## src/rtl/dac_front_pkg.sv

```systemverilog
package dac_front_pkg;
  parameter int DAC_LSB_W = 6;
  parameter int DAC_MSB_W = 4;
  parameter int DAC_WORD_W = DAC_LSB_W + DAC_MSB_W;
  parameter int DAC_SEG_N = (1 << DAC_MSB_W) - 1;
endpackage

```

## src/rtl/dac_mode_xform.sv

```systemverilog
module dac_mode_xform #(
  parameter int WORD_W = dac_front_pkg::DAC_WORD_W
) (
  input  logic [WORD_W-1:0] raw_i,
  input  logic              inv_i,
  output logic [WORD_W-1:0] eff_o
);
  // the sign bit is never complemented
  assign eff_o[WORD_W-1] = raw_i[WORD_W-1];

  for (genvar b = 0; b < WORD_W - 1; b++) begin : g_mag
    assign eff_o[b] = raw_i[b] ^ inv_i;
  end


  always_comb begin
    sign_kept_chk: assert (eff_o[WORD_W-1] == raw_i[WORD_W-1]);
  end
endmodule

```

## src/rtl/dac_therm_enc.sv

```systemverilog
module dac_therm_enc #(
  parameter int MSB_W = dac_front_pkg::DAC_MSB_W,
  localparam int SEG_N = (1 << MSB_W) - 1
) (
  input  logic [MSB_W-1:0] n_i,
  output logic [SEG_N-1:0] en_o
);
  for (genvar i = 0; i < SEG_N; i++) begin : g_seg
    localparam logic [MSB_W-1:0] IDX = i[MSB_W-1:0];
    assign en_o[i] = (n_i > IDX);
  end


  always_comb begin
    therm_count_chk: assert ($countones(en_o) == int'(n_i));
  end
endmodule

```

## src/rtl/seg_dac_decoder.sv

```systemverilog
module seg_dac_decoder #(
  parameter int LSB_W = dac_front_pkg::DAC_LSB_W,
  parameter int MSB_W = dac_front_pkg::DAC_MSB_W,
  localparam int WORD_W = LSB_W + MSB_W,
  localparam int SEG_N = (1 << MSB_W) - 1
) (
  input  logic              clk,
  input  logic              rst_n,
  input  logic [WORD_W-1:0] code_in,
  input  logic              quad_inv,
  output logic [LSB_W-1:0]  bin_drv,
  output logic [SEG_N-1:0]  seg_en
);
  logic [WORD_W-1:0] eff_code;
  logic [SEG_N-1:0]  seg_next;

  dac_mode_xform #(.WORD_W(WORD_W)) u_xform (
    .raw_i(code_in),
    .inv_i(quad_inv),
    .eff_o(eff_code)
  );

  dac_therm_enc #(.MSB_W(MSB_W)) u_therm (
    .n_i (eff_code[WORD_W-1:LSB_W]),
    .en_o(seg_next)
  );

  // data and mode share one sampling edge; outputs are pure flop state
  always_ff @(posedge clk) begin
    if (!rst_n) begin
      bin_drv <= '0;
      seg_en  <= '0;
    end else begin
      bin_drv <= eff_code[LSB_W-1:0];
      seg_en  <= seg_next;
    end
  end


  reset_clear_chk: assert property (@(posedge clk)
    !rst_n |=> (bin_drv == '0 && seg_en == '0));


  seg_contig_chk: assert property (@(posedge clk) disable iff (!rst_n)
    ((seg_en & (seg_en + 1'b1)) == '0));


  bin_latency_chk: assert property (@(posedge clk) disable iff (!rst_n)
    rst_n |=> (bin_drv == ($past(code_in[LSB_W-1:0]) ^ {LSB_W{$past(quad_inv)}})));


  sign_seg_chk: assert property (@(posedge clk) disable iff (!rst_n)
    rst_n |=> (seg_en[SEG_N/2] == $past(code_in[WORD_W-1])));
endmodule

```

## config.mk

```make
export PLATFORM = sky130hd
export DESIGN_NAME = seg_dac_decoder
export DESIGN_NICKNAME = d
export VERILOG_FILES = /design/src/rtl/dac_front_pkg.sv /design/src/rtl/dac_mode_xform.sv /design/src/rtl/dac_therm_enc.sv /design/src/rtl/seg_dac_decoder.sv
export SDC_FILE = /design/constraint.sdc
export NUM_CORES = 1
export LEC_CHECK = 0
export BUFFER_PORTS_ARGS = -buffer_cell sky130_fd_sc_hd__buf_2
export CORE_MARGIN = 2
export CORE_UTILIZATION = 45
export CTS_CLUSTER_SIZE = 14
export DETAILED_ROUTE_END_ITERATION = 6
export MAX_ROUTING_LAYER = met4
export PLACE_DENSITY_LB_ADDON = 0.3
export SETUP_SLACK_MARGIN = 0.5
export SLEW_MARGIN = 25
export SYNTH_ARGS = -nofsm -noshare
export SYNTH_HDL_FRONTEND = slang
export SYNTH_HIERARCHICAL = 1
export SYNTH_SLANG_ARGS = --single-unit
```

## constraint.sdc

```tcl
create_clock -name clk -period 1.6 [get_ports clk]
set_input_delay 0.08 -clock clk [delete_from_list [all_inputs] [get_ports clk]]
set_output_delay 0.08 -clock clk [all_outputs]
set_load 0.1 [all_outputs]
```

==> results of run 1 <==
cell usage after synthesis (2+ instances only):
cell type  count  area share [%]
and2_2        15              14
nor2_1         4             1.8
and2_1         6             4.5
dfxtp_1       21              51
inv_1          2            0.90
nand2_1        4             1.8
xor2_1         9             9.5
buf_6          5             6.8
flip-flops by register name (all words and copies together) (netlist names):
signal and count:
bin_drv 6, seg_en 15
cell type report:
cell class / instances / area, µm²
fillers: 164 / 677
multi-input cells: 48 / 347
repair buffers: 33 / 218
flip-flops and latches: 21 / 420
well taps: 25 / 31.3
inverters: 2 / 7.51
clock buffers: 4 / 26.3
power by group:
part | switching (mW) | internal (mW)
combinational | 0.339 | 0.105
clock | 0.149 | 0.0970
sequential | 0.00883 | 0.559
stage by stage:
step                      power (mW)  hold slack, ns
after floorplan                0.957           0.222
after global placement         0.996           0.406
after detailed placement       0.999           0.415
after CTS                       1.26          0.0899
after global routing            1.31           0.103
final                           1.26          0.0918
timing repair:
action / 4_1_cts / 5_1_grt
gates resized for setup: 21 / 2
hold buffers: 0 / 0
endpoints found under the setup margin: 21 / 3
pin swaps: 0 / 0
worst min-delay path by stage:
stage / start / end / cells after the start
2_1_floorplan: rst_n / bin_drv[4]$_SDFF_PN0_ / 1
3_3_place_gp: code_in[2] / bin_drv[2]$_SDFF_PN0_ / 3
3_5_place_dp: code_in[1] / bin_drv[1]$_SDFF_PN0_ / 3
4_1_cts: code_in[3] / bin_drv[3]$_SDFF_PN0_ / 3
5_1_grt: code_in[3] / bin_drv[3]$_SDFF_PN0_ / 3
6_report: code_in[3] / bin_drv[3]$_SDFF_PN0_ / 3
cell families (layout without fill, tap and decap cells):
family | after synthesis | after routing | synth area share (%)
buf+inv | 10 | 39 | 9.64
flops | 21 | 21 | 50.6
xor+xnor | 9 | 9 | 9.49
simple gates | 33 | 33 | 24.9
compound gates | 6 | 6 | 5.42
routing by layer:
layer  global-route usage [%]  vias up  share of wire, %
met4                     8.33        0               1.4
met5                        -        -                 0
met3                     3.46        2               7.1
met2                     22.5       21                51
met1                     15.2      260                40
li1                         -      294                 -
==> flow_metrics.tcl, run 1 <==
set metrics [dict create \
    power_density_nw_per_um2 1200 \
    max_stage_delay_ns 0.33 \
    synth-edff-count 0 \
    cp_top_family "flip-flops" \
    slowest_stage "dfxtp_1" \
    rows 15 \
    ys.flop_type "dfxtp_1" \
    chipHeight_um 47.0 \
    end_kind "output pin" \
    cp_num_buf_inv 1 \
    final_cells 133 \
    relSlewSlack_pct 68.7 \
    drt_pass1_iterations 4 \
    place_area_um2 956 \
    startpoint "bin_drv[5]$_SDFF_PN0_" \
    endpoint "bin_drv[5]" \
    track_usage_pct 13.9 \
    antennaDiodeCount 0 \
    crit_type "flip-flop to output pin" \
    clock_tree.root_cell "clkbuf_4" \
    fp.dieArea_um2 2210 \
    required_ns 1.52 \
    cts_tree "built" \
    grt_pass1_wl_mm 2.00 \
    finalHoldViolations 0 \
    dp_cells 129 \
    syn_avg_cell_area_um2 10.5 \
    vias 577 \
    fin_crit_sh_pct 62.1 \
    dr.first_iter.drc_count 4 \
    drcViolationCount 0 \
    cts_made_buffers 3 \
    min_path_type "input port to flip-flop" \
    fin_tns_setup_ns 0 \
    fmax_mhz 1010 \
    min_period_ns 0.994 \
    postCtsSetupRepairBufs 0 \
    cts.path.max_buffers 2 \
    rsz0062_at_grt "no" \
    cts_sinks 21 \
    cp.arrival_ns 0.91 \
    wl_per_cell_um 9.49 \
    setup_violations 0 \
    clkSlewWorstSetupHoldPaths_ns 0.11 \
    vias_per_cell 4.34 \
    synth_cell_types 21 \
    grt_pass1_vias 507 \
    crit_fanout 1 \
    yosysSeqAreaShare_pct 50.6 \
    nNetsFinal 122 \
    die_w_um 47.0 \
    grt_overflow 0 \
    syn_nets 92 \
    power.leakage_nw 0.506 \
    postRouteAntennaNets 0 \
    post-place-ws_ns 0.304 \
    htreeDepth 1 \
    io_pins 34 \
    ys_async_sr_fraction_pct 0 \
    syn_to_final_growth_pct 26.4 \
    timing.final.ws_setup_ns 0.606 \
    path_cells "buf_4" \
    ys_ff_latch 21 \
    antenna_found_initial 0 \
    finalCoreUtilization_pct 60.8 \
    maxCapViolCount 0 \
    wl_mm 1.26 \
    final_cell_mix "21 x dfxtp_1, 21 x buf_4, 14 x and2_2, 12 x buf_2, 7 x xor2_1" \
    tightest_slew_ns 0.468 \
    peakVddDrop_uv 562 \
    place.gp.congestion 0.731 \
    status "complete, no violations" \
    yosys_warnings 6 \
    fin_area_um2 1050 \
    cp.depth 1 \
    netlist_area_um2 831 \
    place_hpwl_um 911 \
    grt_max_degree 22 \
    numPortBuffers 33 \
    critPathLaunchType "flip-flop" \
    drv_slew 0 \
    start_util_pct 48.1 \
    drive_above_1_share_pct 52.8 \
    synthCells 79 \
    coreArea_um2 1730 \
]
No activity file was read; power rests on OpenSTA's default activity.
==> run 2, diff against run 1 <==
--- a/config.mk
+++ b/config.mk
@@ -5,9 +5,11 @@
 export SDC_FILE = /design/constraint.sdc
 export NUM_CORES = 1
 export LEC_CHECK = 0
+export ABC_AREA = 1
 export BUFFER_PORTS_ARGS = -buffer_cell sky130_fd_sc_hd__buf_2
+export CORE_ASPECT_RATIO = 0.7
 export CORE_MARGIN = 2
-export CORE_UTILIZATION = 45
+export CORE_UTILIZATION = 42
 export CTS_CLUSTER_SIZE = 14
 export DETAILED_ROUTE_END_ITERATION = 6
 export MAX_ROUTING_LAYER = met4
==> constraint.sdc (replaced) <==
create_clock -name clk -period 0.9 [get_ports clk]
set_input_delay 0.045 -clock clk [delete_from_list [all_inputs] [get_ports clk]]
set_output_delay 0.045 -clock clk [all_outputs]
set_load 0.1 [all_outputs]
==> flow_metrics.tcl, run 2 <==
set metrics [dict create \
    yosys-top-cells-count "57 x nand2_1, 35 x inv_1, 21 x dfxtp_1, 5 x nor2_1, 3 x buf_6" \
    yosys_warnings 6 \
    worst_endpoint "seg_en[11]" \
    haltStage "global routing (5_1_grt)" \
    yosysMostFrequentCell "nand2_1" \
    die_w_um 58.5 \
    syn_nets 143 \
    cts_sinks 21 \
    rows 13 \
    post-place-ws_ns -0.0327 \
    htreeDepth 1 \
    chipHeight_um 42.2 \
    cts_hold_buffers 0 \
    yosysSeqAreaShare_pct 48.1 \
    endpoint_type "primary output" \
    synth_fa_ha_area_share_pct 0 \
    ys.flop_type "dfxtp_1" \
    synth_cell_types 13 \
    yosysTopAreaCellShare_pct 48.1 \
    place.gp.congestion 0.746 \
    place_hpwl_mm 1.51 \
    status "aborted with a tool error" \
    synth-edff-count 0 \
    synth_mux_area_share_pct 0 \
    netlist_area_um2 873 \
    numPortBuffers 33 \
    grt_max_degree 22 \
    cts.path.max_buffers 2 \
    antenna_found_initial 0 \
    ys_ff_latch 21 \
    stop_error "[ERROR DPL-0033] detailed placement checks failed during check placement." \
    ys_async_sr_fraction_pct 0 \
    clock_tree.root_cell "clkbuf_4" \
    synth_top_family_by_area "simple AND/OR/NAND/NOR gates" \
    synthCells 130 \
    syn_avg_cell_area_um2 6.72 \
    synthXorXnorAreaFrac_pct 0 \
    io_pins 34 \
    start_util_pct 45.9 \
    yosys.area.top_type "dfxtp_1" \
    synth-compound-area-share_pct 2.58 \
    yosys.area_share.simple_pct 28.7 \
    cts_made_buffers 3 \
    synthTopCellsByArea "dfxtp_1 48%, nand2_1 24%, inv_1 15%, buf_6 3.9%, nor2_1 2.1%" \
]
-- run 2: cell families after synthesis --
logic type / after synthesis
flops: 21
simple gates: 65
buf+inv: 41
compound gates: 3
-- run 2: metrics by stage --
| stage | instance area (µm²) | setup TNS [ns] | hold WS, ns | std cells |
|---|---|---|---|---|
| floorplan | 1010 | 0 | 0.142 | 130 |
| global placement | 1470 | 0 | 0.328 | 181 |
| detailed placement | 1470 | -0.0638 | 0.346 | 181 |
| CTS | 1690 | -0.0208 | 0.0173 | 191 |
-- run 2: timing repair --
| item | CTS |
|---|---|
| resized for setup | 38 |
| endpoints found under the hold margin | 0 |
| setup buffers | 6 |
| pin swaps | 16 |
| endpoints found under the setup margin | 35 |
| gates cloned | 0 |
==> run 3, diff against run 2 <==
--- a/config.mk
+++ b/config.mk
@@ -7,14 +7,10 @@
 export LEC_CHECK = 0
 export ABC_AREA = 1
 export BUFFER_PORTS_ARGS = -buffer_cell sky130_fd_sc_hd__buf_2
-export CORE_ASPECT_RATIO = 0.7
-export CORE_MARGIN = 2
-export CORE_UTILIZATION = 42
-export CTS_CLUSTER_SIZE = 14
+export CORE_AREA = 2 2 63 65
 export DETAILED_ROUTE_END_ITERATION = 6
-export MAX_ROUTING_LAYER = met4
-export PLACE_DENSITY_LB_ADDON = 0.3
-export SETUP_SLACK_MARGIN = 0.5
+export DIE_AREA = 0 0 65 67
+export PLACE_DENSITY_LB_ADDON = 0.15
 export SLEW_MARGIN = 25
 export SYNTH_ARGS = -nofsm -noshare
 export SYNTH_HDL_FRONTEND = slang
==> constraint.sdc (replaced) <==
create_clock -name clk -period 1.2 [get_ports clk]
set_input_delay 0.06 -clock clk [delete_from_list [all_inputs] [get_ports clk]]
set_output_delay 0.06 -clock clk [all_outputs]
set_load 0.1 [all_outputs]
==> flow_metrics.tcl, run 3 <==
set metrics [dict create \
    status "complete, no violations" \
    numPortBuffers 33 \
    drive_above_1_share_pct 25.3 \
    synthCells 130 \
    postRouteAntennaNets 0 \
    synth-edff-count 0 \
    peakVddDrop_uv 341 \
    final_common_cell "nand2_1" \
    nNetsFinal 176 \
    cts_tree "built" \
    drt_pass1_iterations 4 \
    ys_ff_latch 21 \
    tightest_slew_ns 0.489 \
    slowest_stage "buf_2" \
    fin_tns_setup_ns 0 \
    synth_cell_types 13 \
    place_hpwl_mm 1.27 \
    syn_to_final_growth_pct 25.8 \
    fmax_mhz 963 \
    cp_num_buf_inv 1 \
    rsz0062_at_grt "no" \
    antennaDiodeCount 0 \
    fin_crit_sh_pct 86.6 \
    clkSlewWorstSetupHoldPaths_ns 0.07 \
    hold_depth 3 \
    end_kind "output pin" \
    vias_per_cell 3.68 \
    dr.first_iter.drc_count 11 \
    cts_resized 0 \
    coreArea_um2 3610 \
    maxCapViolCount 0 \
    fp.dieArea_um2 4360 \
    setup_violations 0 \
    ys_async_sr_fraction_pct 0 \
    grt_max_degree 22 \
    crit_fanout 1 \
    power.share.switching_pct 37.8 \
    syn_nets 143 \
    p_clk_share_pct 26.1 \
    yosysSeqAreaShare_pct 48.1 \
    yosys.area.top_type "dfxtp_1" \
    comb_power_share_pct 29.9 \
    yosys-top-cells-count "57 x nand2_1, 35 x inv_1, 21 x dfxtp_1, 5 x nor2_1, 3 x buf_6" \
    yosys_warnings 6 \
    vias 772 \
    yosysTopAreaCellShare_pct 48.1 \
    finalHoldViolations 0 \
    post-place-ws_ns 0.124 \
    drcViolationCount 0 \
    min_from "code_in[9]" \
    netlist_area_um2 873 \
    max_stage_delay_ns 0.41 \
    required_ns 1.14 \
    wl_mm 1.61 \
    grt_overflow 0 \
    rows 22 \
    ys.flop_type "dfxtp_1" \
    cp_top_family "buffers and inverters" \
    crit_type "flip-flop to output pin" \
    start_util_pct 24.2 \
    finalCoreUtilization_pct 30.5 \
    seq_power_share_pct 44.0 \
    reg_top3 "seg_en: 15 flops, bin_drv: 6 flops" \
    cts_made_buffers 3 \
    synthTopCellsByArea "dfxtp_1 48%, nand2_1 24%, inv_1 15%, buf_6 3.9%, nor2_1 2.1%" \
    place.gp.congestion 0.718 \
    min_path_type "input port to flip-flop" \
    drv_slew 0 \
    clock_tree.root_cell "clkbuf_8" \
    startpoint "bin_drv[4]$_SDFF_PN0_" \
    timing.final.ws_setup_ns 0.161 \
    critPathLaunchType "flip-flop" \
    whs_endpoint "seg_en[7]$_SDFF_PN0_" \
    final_cell_mix "57 x nand2_1, 35 x inv_1, 33 x buf_2, 21 x dfxtp_1, 5 x nor2_1" \
    cts.path.max_buffers 2 \
    grt_pass1_wl_mm 2.84 \
    htreeDepth 1 \
    cts_hold_buffers 0 \
    cp.arrival_ns 0.98 \
    io_pins 34 \
    grt_pass1_vias 680 \
    postCtsSetupRepairBufs 0 \
    largest_reg_flops 15 \
    power.internal_mw 1.06 \
    track_usage_pct 8.46 \
    power_density_nw_per_um2 1550 \
    relSlewSlack_pct 67.6 \
    die_w_um 65 \
    antenna_found_initial 0 \
    min_period_ns 1.04 \
    p_switching_mw 0.643 \
    fillCellCount 424 \
    syn_avg_cell_area_um2 6.72 \
    regMostFlops "seg_en" \
    chipHeight_um 67 \
    yosysMostFrequentCell "nand2_1" \
    cts_sinks 21 \
    path_cells "buf_2" \
    wl_per_cell_um 7.65 \
    power.leakage_nw 0.757 \
]
==> run 3: cell counts after synthesis <==
No cell type changed its count.
==> run 3: kinds of logic (layout without fill, tap and decap cells) <==
kind of cell,after synthesis,count (layout),synth area share [%]
flops,21,21,48.1
compound gates,3,3,2.58
simple gates,65,65,28.7
buf+inv,41,73,20.6
==> run 3: worst max-delay path by stage <==
stage,endpoint,cells past startpoint,slack [ns]
floorplan,bin_drv[0],0,0.23
global placement,seg_en[0]$_SDFF_PN0_,8,0.15
detailed placement,seg_en[0]$_SDFF_PN0_,8,0.12
CTS,seg_en[8],1,0.14
global route,seg_en[8],1,0.10
finish,bin_drv[4],1,0.16
==> run 3: final cells by class <==
class | instances | area, µm² | area share (%)
inverter | 36 | 135 | 12.3
tap | 48 | 60.1 | 5.47
timing repair buffer | 33 | 165 | 15.0
clock buffer | 4 | 45.0 | 4.10
sequential | 21 | 420 | 38.3
multi-input combinational | 68 | 273 | 24.8
==> run 3: layer usage <==
layer  part of all wire [%]  GRT usage, %
met5                      0             0
met4                    2.1          5.59
met3                    5.4         0.676
met2                     46          14.0
met1                     46          10.5
==> run 3: power groups by stage <==
stage               Combinational (mW)  Clock, mW  Sequential (mW)
finish                           0.508      0.444            0.748
global route                     0.544      0.526            0.752
CTS                              0.512      0.471            0.748
detailed placement               0.512          0            0.765
global placement                 0.511          0            0.763
floorplan                        0.123          0             1.08
==> run 3: metrics by stage <==
stage | instance area (µm²) | total power [mW] | std cells | hold slack [ns]
2_1_floorplan | 873 | 1.20 | 130 | 0.158
3_3_place_gp | 1050 | 1.27 | 206 | 0.345
3_5_place_dp | 1050 | 1.28 | 206 | 0.352
4_1_cts | 1100 | 1.73 | 210 | 0.0812
5_1_grt | 1100 | 1.82 | 210 | 0.107
6_report | 1100 | 1.70 | 210 | 0.0908
